<file path="config.mk">
export PLATFORM = sky130hd
export DESIGN_NAME = spi_rdy_master
export DESIGN_NICKNAME = d
export VERILOG_FILES = /design/src/rtl/spi_rdy_pkg.sv /design/src/rtl/spi_rdy_prescale.sv /design/src/rtl/spi_rdy_shifter.sv /design/src/rtl/spi_rdy_seq.sv /design/src/rtl/spi_rdy_master.sv
export SDC_FILE = /design/constraint.sdc
export NUM_CORES = 1
export LEC_CHECK = 0
export BUFFER_PORTS_ARGS = -buffer_cell sky130_fd_sc_hd__buf_4
export CAP_MARGIN = 25
export CORE_MARGIN = 1
export CORE_UTILIZATION = 45
export CTS_CLUSTER_DIAMETER = 120
export DETAILED_ROUTE_END_ITERATION = 8
export PLACE_DENSITY = 0.67
export REMOVE_ABC_BUFFERS = 1
export SETUP_SLACK_MARGIN = 0.1
export SLEW_MARGIN = 20
export SYNTH_ARGS = -nofsm -noshare
export SYNTH_HDL_FRONTEND = slang
export SYNTH_SLANG_ARGS = --single-unit
</file>
<file path="constraint.sdc">
create_clock -name clk_i -period 5.5 [get_ports clk_i]
set_clock_uncertainty 0.2 [all_clocks]
set_input_delay 0.825 -clock clk_i [delete_from_list [all_inputs] [get_ports clk_i]]
set_output_delay 0.825 -clock clk_i [all_outputs]
set_load 0.05 [all_outputs]
</file>
<file path="src/rtl/spi_rdy_pkg.sv">
package spi_rdy_pkg;

    // Sequencer phases of one framed word
    typedef enum logic [2:0] {
        ST_IDLE  = 3'd0,
        ST_LEAD  = 3'd1,   // select high, request seen
        ST_SETUP = 3'd2,   // select low, before first edge
        ST_SHIFT = 3'd3,   // bit edges plus select release delay
        ST_GAP   = 3'd4,   // select high, fixed part of the gap
        ST_WAIT  = 3'd5    // select high, programmable part of the gap
    } seq_state_e;

    // Quarter periods per SPI clock period
    localparam int QPB     = 4;
    // Interval lengths in quarter periods
    localparam int LEAD_Q  = 2 * QPB;
    localparam int SETUP_Q = 2 * QPB;
    localparam int GAP_Q   = 2 * QPB;
    localparam int ACK_Q   = QPB;
    localparam int TAIL_Q  = QPB;

endpackage

</file>
<file path="src/rtl/spi_rdy_prescale.sv">
module spi_rdy_prescale #(
    parameter int DIV_W = 3
) (
    input  logic             clk_i,
    input  logic             rst_ni,
    input  logic             run_i,
    input  logic [DIV_W-1:0] div_i,
    output logic             qtick_o
);
    localparam int PRE_W = (1 << DIV_W) - 1;

    logic [PRE_W-1:0] pre_d, pre_q;
    logic [PRE_W-1:0] mask;

    always_comb begin
        mask    = ~({PRE_W{1'b1}} << div_i);
        qtick_o = run_i && (pre_q == mask);
        if (!run_i || qtick_o) begin
            pre_d = '0;
        end else begin
            pre_d = pre_q + 1'b1;
        end
    end

    always_ff @(posedge clk_i or negedge rst_ni) begin
        if (!rst_ni) begin
            pre_q <= '0;
        end else begin
            pre_q <= pre_d;
        end
    end

    // With a quarter longer than one clock, ticks never come back to back
    p_tick_spacing_r2: assert property (@(posedge clk_i) disable iff (!rst_ni)
        (qtick_o && div_i != '0 && run_i) |=> !qtick_o);

endmodule

</file>
<file path="src/rtl/spi_rdy_shifter.sv">
module spi_rdy_shifter #(
    parameter int W = 8
) (
    input  logic         clk_i,
    input  logic         rst_ni,
    input  logic         load_i,
    input  logic [W-1:0] tx_i,
    input  logic         launch_i,
    input  logic         sample_i,
    input  logic         miso_i,
    input  logic         commit_i,
    output logic         mosi_o,
    output logic [W-1:0] rx_word_o
);
    typedef struct packed {
        logic [W-1:0] tx;
        logic [W-1:0] rx;
        logic [W-1:0] word;
    } sh_t;

    sh_t sh_d, sh_q;

    always_comb begin
        sh_d = sh_q;
        if (load_i) begin
            sh_d.tx = tx_i;
        end else if (launch_i) begin
            sh_d.tx = {sh_q.tx[W-2:0], 1'b0};
        end
        if (sample_i) begin
            sh_d.rx = {sh_q.rx[W-2:0], miso_i};
        end
        if (commit_i) begin
            sh_d.word = sh_q.rx;
        end
    end

    always_ff @(posedge clk_i or negedge rst_ni) begin
        if (!rst_ni) begin
            sh_q <= '0;
        end else begin
            sh_q <= sh_d;
        end
    end

    assign mosi_o    = sh_q.tx[W-1];
    assign rx_word_o = sh_q.word;

    // The received word only moves on a commit
    p_rx_hold_r6: assert property (@(posedge clk_i) disable iff (!rst_ni)
        !commit_i |=> $stable(rx_word_o));

endmodule

</file>
<file path="src/rtl/spi_rdy_seq.sv">
module spi_rdy_seq
    import spi_rdy_pkg::*;
#(
    parameter int W      = 8,
    parameter int DIV_W  = 3,
    parameter int WAIT_W = 8
) (
    input  logic              clk_i,
    input  logic              rst_ni,
    input  logic              req_i,
    input  logic              qtick_i,
    input  logic              slow_tick_i,
    input  logic              slow_sel_i,
    input  logic [DIV_W-1:0]  div_i,
    input  logic [WAIT_W-1:0] wait_i,
    output logic [DIV_W-1:0]  div_o,
    output logic              run_o,
    output logic              ss_no,
    output logic              sclk_o,
    output logic              done_o,
    output logic              ack_o,
    output logic              load_o,
    output logic              launch_o,
    output logic              sample_o,
    output logic              commit_o
);
    localparam int SHIFT_Q = QPB * W + TAIL_Q - 2;
    localparam int MAX_Q   = (SHIFT_Q > LEAD_Q) ? SHIFT_Q : LEAD_Q;
    localparam int QC_W    = $clog2(MAX_Q + 1);

    localparam logic [QC_W-1:0] LEAD_L   = QC_W'(LEAD_Q);
    localparam logic [QC_W-1:0] SETUP_L  = QC_W'(SETUP_Q);
    localparam logic [QC_W-1:0] SHIFT_L  = QC_W'(SHIFT_Q);
    localparam logic [QC_W-1:0] GAP_L    = QC_W'(GAP_Q);
    localparam logic [QC_W-1:0] ACK_L    = QC_W'(ACK_Q);
    localparam logic [QC_W-1:0] EDGES_L  = QC_W'(QPB * W);
    localparam logic [QC_W-1:0] LAUNCH_L = QC_W'(QPB * W - 1);

    typedef struct packed {
        seq_state_e        st;
        logic [QC_W-1:0]   qc;
        logic [WAIT_W-1:0] wcnt;
        logic [WAIT_W-1:0] wlim;
        logic [DIV_W-1:0]  div;
        logic              slow;
        logic              pend;
        logic              ss_n;
        logic              sclk;
        logic              done;
        logic              ack;
    } seq_t;

    seq_t q, d;
    logic [QC_W-1:0] qn;
    logic            unit_tick;

    always_comb begin
        d         = q;
        d.done    = 1'b0;
        d.ack     = 1'b0;
        load_o    = 1'b0;
        launch_o  = 1'b0;
        sample_o  = 1'b0;
        commit_o  = 1'b0;
        qn        = q.qc + 1'b1;
        unit_tick = q.slow ? slow_tick_i : 1'b1;

        if (req_i && q.st != ST_IDLE) begin
            d.pend = 1'b1;
        end

        unique case (q.st)
            ST_IDLE: begin
                if (req_i || q.pend) begin
                    d.st   = ST_LEAD;
                    d.qc   = '0;
                    d.pend = 1'b0;
                    d.div  = div_i;
                    d.wlim = wait_i;
                    d.slow = slow_sel_i;
                    load_o = 1'b1;
                end
            end
            ST_LEAD: begin
                if (qtick_i) begin
                    if (qn == LEAD_L) begin
                        d.st   = ST_SETUP;
                        d.qc   = '0;
                        d.ss_n = 1'b0;
                    end else begin
                        d.qc = qn;
                    end
                end
            end
            ST_SETUP: begin
                if (qtick_i) begin
                    if (qn == SETUP_L) begin
                        d.st     = ST_SHIFT;
                        d.qc     = '0;
                        d.sclk   = 1'b1;
                        sample_o = 1'b1;
                    end else begin
                        d.qc = qn;
                    end
                end
            end
            ST_SHIFT: begin
                if (qtick_i) begin
                    d.qc = qn;
                    if (qn == SHIFT_L) begin
                        d.st     = ST_GAP;
                        d.qc     = '0;
                        d.ss_n   = 1'b1;
                        d.done   = 1'b1;
                        commit_o = 1'b1;
                    end else if (qn < EDGES_L) begin
                        unique case (qn[1:0])
                            2'd0: begin
                                d.sclk   = 1'b1;
                                sample_o = 1'b1;
                            end
                            2'd2: d.sclk = 1'b0;
                            2'd3: launch_o = (qn < LAUNCH_L);
                            default: ;
                        endcase
                    end
                end
            end
            ST_GAP: begin
                if (qtick_i) begin
                    d.qc = qn;
                    if (qn == ACK_L) begin
                        d.ack = 1'b1;
                    end
                    if (qn == GAP_L) begin
                        d.qc   = '0;
                        d.wcnt = '0;
                        d.st   = (q.wlim == '0) ? ST_IDLE : ST_WAIT;
                    end
                end
            end
            ST_WAIT: begin
                if (unit_tick) begin
                    if (q.wcnt == q.wlim - 1'b1) begin
                        d.st = ST_IDLE;
                    end else begin
                        d.wcnt = q.wcnt + 1'b1;
                    end
                end
            end
            default: d.st = ST_IDLE;
        endcase
    end

    always_ff @(posedge clk_i or negedge rst_ni) begin
        if (!rst_ni) begin
            q      <= '0;
            q.st   <= ST_IDLE;
            q.ss_n <= 1'b1;
        end else begin
            q <= d;
        end
    end

    assign div_o  = q.div;
    assign run_o  = (q.st == ST_LEAD) || (q.st == ST_SETUP) ||
                    (q.st == ST_SHIFT) || (q.st == ST_GAP);
    assign ss_no  = q.ss_n;
    assign sclk_o = q.sclk;
    assign done_o = q.done;
    assign ack_o  = q.ack;

    p_idle_quiet_r1: assert property (@(posedge clk_i) disable iff (!rst_ni)
        (q.st == ST_IDLE) |-> (q.ss_n && !q.sclk));

    p_sclk_in_frame_r5: assert property (@(posedge clk_i) disable iff (!rst_ni)
        q.sclk |-> !q.ss_n);

    p_done_single_r6: assert property (@(posedge clk_i) disable iff (!rst_ni)
        q.done |=> !q.done);

    p_done_at_release_r6: assert property (@(posedge clk_i) disable iff (!rst_ni)
        q.done |-> (q.ss_n && !$past(q.ss_n)));

    p_ack_select_high_r7: assert property (@(posedge clk_i) disable iff (!rst_ni)
        q.ack |-> q.ss_n);

    p_wait_nonzero_r8: assert property (@(posedge clk_i) disable iff (!rst_ni)
        (q.st == ST_WAIT) |-> (q.wlim != '0));

    p_div_held_r11: assert property (@(posedge clk_i) disable iff (!rst_ni)
        (run_o && $past(run_o)) |-> $stable(q.div));

endmodule

</file>
<file path="src/rtl/spi_rdy_master.sv">
module spi_rdy_master #(
    parameter int WORD_W = 8,
    parameter int DIV_W  = 3,
    parameter int WAIT_W = 8
) (
    input  logic              clk_i,
    input  logic              rst_ni,
    input  logic              ready_i,
    input  logic [WORD_W-1:0] tx_word_i,
    input  logic [DIV_W-1:0]  div_sel_i,
    input  logic [WAIT_W-1:0] wait_len_i,
    input  logic              wait_slow_i,
    input  logic              slow_tick_i,
    input  logic              miso_i,
    output logic              sclk_o,
    output logic              mosi_o,
    output logic              ss_no,
    output logic [WORD_W-1:0] rx_word_o,
    output logic              done_o,
    output logic              req_ack_o
);
    logic [DIV_W-1:0] div_run;
    logic             run, qtick;
    logic             load, launch, sample, commit;

    spi_rdy_prescale #(.DIV_W(DIV_W)) prescale_i (
        .clk_i   (clk_i),
        .rst_ni  (rst_ni),
        .run_i   (run),
        .div_i   (div_run),
        .qtick_o (qtick)
    );

    spi_rdy_seq #(.W(WORD_W), .DIV_W(DIV_W), .WAIT_W(WAIT_W)) seq_i (
        .clk_i       (clk_i),
        .rst_ni      (rst_ni),
        .req_i       (ready_i),
        .qtick_i     (qtick),
        .slow_tick_i (slow_tick_i),
        .slow_sel_i  (wait_slow_i),
        .div_i       (div_sel_i),
        .wait_i      (wait_len_i),
        .div_o       (div_run),
        .run_o       (run),
        .ss_no       (ss_no),
        .sclk_o      (sclk_o),
        .done_o      (done_o),
        .ack_o       (req_ack_o),
        .load_o      (load),
        .launch_o    (launch),
        .sample_o    (sample),
        .commit_o    (commit)
    );

    spi_rdy_shifter #(.W(WORD_W)) shifter_i (
        .clk_i     (clk_i),
        .rst_ni    (rst_ni),
        .load_i    (load),
        .tx_i      (tx_word_i),
        .launch_i  (launch),
        .sample_i  (sample),
        .miso_i    (miso_i),
        .commit_i  (commit),
        .mosi_o    (mosi_o),
        .rx_word_o (rx_word_o)
    );

    // MOSI never moves while SCLK stays high
    p_mosi_steady_high_r3: assert property (@(posedge clk_i) disable iff (!rst_ni)
        (sclk_o && $past(sclk_o)) |-> $stable(mosi_o));

endmodule

</file>
## Yosys cells after proc, flatten, opt, wreduce, memory -nomap -nowiden

Index checks and enable logic that the tools add are counted.

- Flip-flop bits (word level): 65
- Bits of input ports: 25

- Add/subtract/negate cells: 4
- $lt $le $gt $ge: 2
- Equal/unequal tests: 27
- Shifts and indexed selects: 1
- Multiplexer cells: 57
- Bitwise logic cells: 1
- Reductions and logical operators: 23

Operators by type and width:

| operator | count |
|---|---|
| 2-to-1 mux 9 bit | 5 |
| 2-to-1 mux 17 bit | 2 |
| 2-to-1 mux 8 bit | 4 |
| 2-to-1 mux 1 bit | 31 |
| one-hot mux 6 bit (5 select lines) | 1 |
| 2-to-1 mux 3 bit | 6 |
| one-hot mux 3 bit (6 select lines) | 1 |
| != test 2 x 1 -> 1 bit, second input constant | 8 |
| one-hot mux 8 bit (2 select lines) | 1 |
| != test 2 bit, second input constant | 6 |
| AND reduction 11 bit | 1 |
| AND reduction 5 bit | 2 |
| adder 8 x 1 -> 8 bit, second input constant | 1 |
| == test 8 bit | 1 |
| zero test 8 bit | 1 |
| one-hot mux 1 bit (2 select lines) | 4 |
| nonzero test 2 bit | 4 |
| subtractor 8 x 1 -> 8 bit, second input constant | 1 |
| adder 7 x 1 -> 7 bit, second input constant | 1 |
| == test 7 bit | 1 |
| 2-to-1 mux 7 bit | 1 |
| NOT 7 bit | 1 |
| AND reduction 7 bit | 1 |
| left shift 7 x 3 -> 7 bit, first input constant | 1 |
| 21 further kinds | 29 |

## Longest topological paths before layout

- Depth after elaboration: 9
- Depth in mapped cells: 10

## Modules after synthesis

Synthesis repeated with hierarchy kept, for this count alone.

- Cells, all modules: 361
- Area, all modules: 3,827.4 sq um

By module, submodules not included:

| module | times used | cells each | area an instance (sq um) | seq. area each (sq um) |
|---|---|---|---|---|
| spi_rdy_seq | 1 | 239 | 2,232.1 | 852.1 |
| spi_rdy_shifter | 1 | 76 | 1,092.3 | 600.6 |
| spi_rdy_prescale | 1 | 46 | 503.0 | 175.2 |

## Worst setup path after synthesis

OpenSTA, ideal clock, no wires.

- Path type: reg-to-reg
- From: register seq_i.q[25] (netlist bit)
- To: register seq_i.q[33] (netlist bit)
- Setup time: 139 ps
- Arrival: 2,437 ps
- Required time: 5,161 ps
- Slack: 2,724 ps
- Cell stages (with the launch flop): 8
- Period minus slack after synthesis: 2,776 ps
- Cell sequence: dfrtp_1 > ha_1 > inv_1 > nor4_1 > o2111ai_1 > nand2b_1 > o21a_1 > or4_1

- Longest elaborated chain between the ends: 4
- Elaborated cells between the ends (all ways): 8
- Classes of those cells: add/sub (1); eq/ne (6); reduce/logical (1)

Ends and longest elaborated chain:

| item | RTL line | text |
|---|---|---|
| from (decl) | spi_rdy_seq.sv:53 | `seq_t q, d;` |
| adder 6 x 1 -> 6 bit * | spi_rdy_seq.sv:65 | `qn = q.qc + 1'b1;` |
| == test 6 x 4 -> 1 bit or == test 6 bit (tied branches) | - |  |
| != test 2 x 1 -> 1 bit (no source line) | - |  |
| AND reduction 11 bit (no source line) * | - |  |

Mark *: on every way between the ends. The rest lies on a longest branch, timed or not.
A chain may end at the register's enable or synchronous reset.

## Worst setup path after layout

Ends and elaborated chain as after synthesis.

==> results.rst <==
.. list-table::
   :header-rows: 1

   * - Metric
     - Value
   * - Sink count of the clock tree
     - 65
   * - DRC
     - 0
   * - Via count of the first global-routing pass
     - 2,761
   * - Final Worst Setup Slack
     - 2.30 ns
   * - Layout cell share with drive strength beyond 1
     - 20.1%
   * - Wire length of the first global-routing pass
     - 13,200 um
   * - Global routing usage summed across all routing layers
     - 19.7%
   * - Final sum of negative setup slack
     - 0 ns
   * - Number of stages on the worst hold path
     - 2
   * - Critical Path Start Type
     - flip-flop
   * - Buffers added on ports
     - 37
   * - Largest fanout on the critical path
     - 10
   * - Portion of the post-synthesis area used by sequential elements
     - 44.2%
   * - # H-tree levels
     - 3
   * - Endpoint of the worst-slack reg-to-reg timing path
     - seq_i.q[33]
   * - Cell Rows
     - 32
   * - RSZ-0062 raised after global routing
     - false
   * - Run status
     - complete, no violations
   * - Vias
     - 2,949
   * - Time the final worst path needs with I/O delays and setup
     - 3.20 ns
   * - Standard cell core area
     - 7810 um2
   * - Die Area
     - 8540 um2
   * - Effective utilization at floorplan
     - 47.1%
   * - Mean Syn Cell Area
     - 9.41 um2
   * - Cell area after placement
     - 3980 um2
   * - Instance count of the mapped netlist
     - 391
   * - CP Data Arrival Time
     - 3.22 ns
   * - Critical path class
     - reg -> reg
   * - Gr ovfl total
     - 0
   * - Data required time at the worst endpoint
     - 5.52 ns
   * - Synthesis-to-layout area growth
     - 13.2%
   * - Largest net degree at the start of global routing
     - 66
   * - Highest cell delay on the worst timing path
     - 0.53 ns
   * - Detail-routed net length per standard cell
     - 15.1 um
   * - Number of failing hold endpoints at the final stage
     - 0
   * - Clock root cell
     - sky130_fd_sc_hd__clkbuf_8
   * - Weighted congestion reported at the end of routability-driven placement
     - 0.838
   * - Pre-CTS setup slack
     - 2.36 ns
   * - Number of synthesized flops with an enable pin
     - 0
   * - X dimension of the die
     - 92.4 um
   * - Reg2Reg Depth
     - 7
   * - Insertion delay of the later-clocked pin in the worst-skew pair
     - 0.35 ns
   * - Power density of the placed cells
     - 231 nW/um2
   * - Clock input transition at the sequential cells of the worst setup and hold paths
     - 0.07 ns
   * - Final-report setup violation count
     - 0
   * - Period utilisation layout
     - 58.2%
   * - Number of warnings issued by yosys
     - 0
   * - Cell types with the largest area share after synthesis
     - sky130_fd_sc_hd__dfrtp_1 44%, sky130_fd_sc_hd__nand2_1 6.1%, sky130_fd_sc_hd__mux2_2 5.5%
   * - Clock tree from TritonCTS
     - yes
   * - Leakage power
     - 0.00189 uW
   * - Netlist cell types
     - 57
   * - Most common cell in the synthesized netlist
     - sky130_fd_sc_hd__dfrtp_1
   * - Asr flop ratio synth
     - 100%
   * - Post-layout utilization of the core
     - 53.3%
   * - Summed area of non-filler cells in the final layout
     - 4160 um2
   * - Diode insertion count for antenna repair
     - 0
   * - Post-detailed-placement half-perimeter wirelength
     - 5410 um
   * - Per-cell via count in the routed design
     - 5.63
   * - Start of the worst register-to-register path
     - seq_i.q[25]
   * - Slew @ Worst Pin
     - 0.854 ns
   * - Sum of routed wire length over all layers
     - 7940 um
   * - Number of violations reported at the end of detailed-routing iteration 0
     - 123
   * - Antenna violations before repair
     - 0
   * - Number of hold-repair buffers added at the cts stage
     - 0
   * - Endpoint with the worst hold slack
     - seq_i.ss_no
   * - TritonCTS buffer count
     - 9
   * - Cells traversed along the worst timing path
     - ha_1 > inv_1 > nor4_1 > o2111ai_1 > nand2b_1 > o21a_1 > or4_1
   * - Main flop type after synthesis
     - sky130_fd_sc_hd__dfrtp_1
   * - Launch point of the worst hold path
     - seq_i.ss_no
   * - Synth Cell Area
     - 3680 um2
   * - Post-synth top area share
     - 43.5%
   * - Remaining antenna violation count
     - 0
   * - Worst IR drop on VDD
     - 0.129 mV
   * - Element type at the critical path end
     - flip-flop
   * - Max stage delay cell, worst path
     - sky130_fd_sc_hd__or4_1
   * - Max capacitance violation total
     - 0
   * - Cell types with the highest counts after synthesis
     - 64 x sky130_fd_sc_hd__dfrtp_1, 60 x sky130_fd_sc_hd__nand2_1, 27 x sky130_fd_sc_hd__o21ai_0, 24 x sky130_fd_sc_hd__nor2_1, 18 x sky130_fd_sc_hd__mux2_2
   * - Most area-hungry cell type in the Yosys netlist
     - sky130_fd_sc_hd__dfrtp_1
   * - Clock tree buffer depth
     - 2
   * - Worst min path class
     - reg -> reg
   * - Final number of max-transition violations
     - 0
   * - Final-stage net count
     - 450
   * - Die height
     - 92.4 um
   * - Number of register bits inferred by synthesis
     - 65
   * - Slew headroom
     - 42.7%
   * - Quantity of gates resized following cts
     - 0
   * - Number of buffers added for setup after CTS
     - 0
   * - Slack of the worst reg-to-reg path
     - 2.30 ns
   * - Fmax
     - 0.313 GHz
   * - Number of top-level design ports
     - 38
   * - First-pass iteration count of the detailed router
     - 4
cell families (layout without fill, tap and decap cells):
family / Yosys count / in the layout / synth area share, %
flops: 65 / 65 / 44.2
fa+ha+maj: 8 / 8 / 2.72
xor+xnor: 23 / 23 / 5.47
mux: 28 / 28 / 8.23
compound gates: 69 / 69 / 12.8
simple gates: 162 / 162 / 22.0
buf+inv: 36 / 67 / 4.52
critical path: cells and delay by family, from the launching register on:
| family | cells | cell delay (ns) |
|---|---|---|
| compound gates | 2 | 0.68 |
| flops | 1 | 0.52 |
| fa+ha+maj | 1 | 0.33 |
| simple gates | 3 | 1.24 |
| buf+inv | 1 | 0.11 |
state kept, by name, summed over array words and instances (netlist names):
register,count
prescale_i.pre_q,7
seq_i.done_o,1
seq_i.div_o,3
seq_i.q,27
shifter_i.mosi_o,1
shifter_i.rx_word_o,8
seq_i.ss_no,1
seq_i.ack_o,1
seq_i.sclk_o,1
shifter_i.sh_q,15
report_power, final:
group | internal, uW | switching (uW) | leakage [uW]
sequential | 492 | 17.7 | 0.000816
clock | 175 | 194 | 0.0000805
combinational | 39.0 | 46.4 | 0.000992
total | 706 | 258 | 0.00189
how the worst max path moves through the flow:
stage	endpoint	from	cells after the start	slack (ns)
after detailed placement	seq_i.q[33]	seq_i.q[25]	7	2.36
after floorplan	shifter_i.mosi_o	seq_i.div_o[1]	7	2.46
after CTS	seq_i.q[33]	seq_i.q[25]	7	2.34
after global routing	seq_i.q[33]	seq_i.q[25]	7	2.05
after global placement	seq_i.q[33]	seq_i.q[25]	7	2.49
final	seq_i.q[33]	seq_i.q[25]	7	2.30
through the flow:
| step | hold WS, ns | total power [uW] | instances |
|---|---|---|---|
| 6_report | 0.285 | 964 | 524 |
| 5_1_grt | 0.301 | 1010 | 524 |
| 4_1_cts | 0.291 | 976 | 524 |
| 3_5_place_dp | 0.280 | 604 | 508 |
| 3_3_place_gp | 0.282 | 602 | 508 |
| 2_1_floorplan | 0.247 | 564 | 368 |
per-layer routing:
metal	vias up	part of all wire [%]	global-route usage [%]
li1	1421	-	-
met1	1416	46	25.6
met2	96	47	31.7
met3	16	5.3	4.76
met4	0	2.0	7.81
met5	-	0	0
cell type report:
cell class,count,area (um2)
Fill cell,709,3640
Multi-Input combinational cell,290,1890
Sequential cell,65,1630
Timing Repair Buffer,38,285
Clock buffer,10,138
Tap cell,102,128
Inverter,13,48.8
Clock inverter,6,43.8
layout by cell type (no fill, tap or decap), types with 5 or more instances in the layout:
master and instances:
sky130_fd_sc_hd__dfrtp_1 64, sky130_fd_sc_hd__nor2b_1 5, sky130_fd_sc_hd__nand3_1 15, sky130_fd_sc_hd__xor2_1 7, sky130_fd_sc_hd__nor4_1 5, sky130_fd_sc_hd__nand2_1 60
sky130_fd_sc_hd__nor2_1 24, sky130_fd_sc_hd__or4_1 5, sky130_fd_sc_hd__ha_1 8, sky130_fd_sc_hd__nor3_1 15, sky130_fd_sc_hd__mux2i_1 10, sky130_fd_sc_hd__o21ai_0 27
sky130_fd_sc_hd__clkbuf_8 10, sky130_fd_sc_hd__or3_1 7, sky130_fd_sc_hd__inv_1 13, sky130_fd_sc_hd__xnor2_1 16, sky130_fd_sc_hd__a21oi_1 10, sky130_fd_sc_hd__buf_4 38
sky130_fd_sc_hd__mux2_2 18
Power figures use the tool's default switching activity.
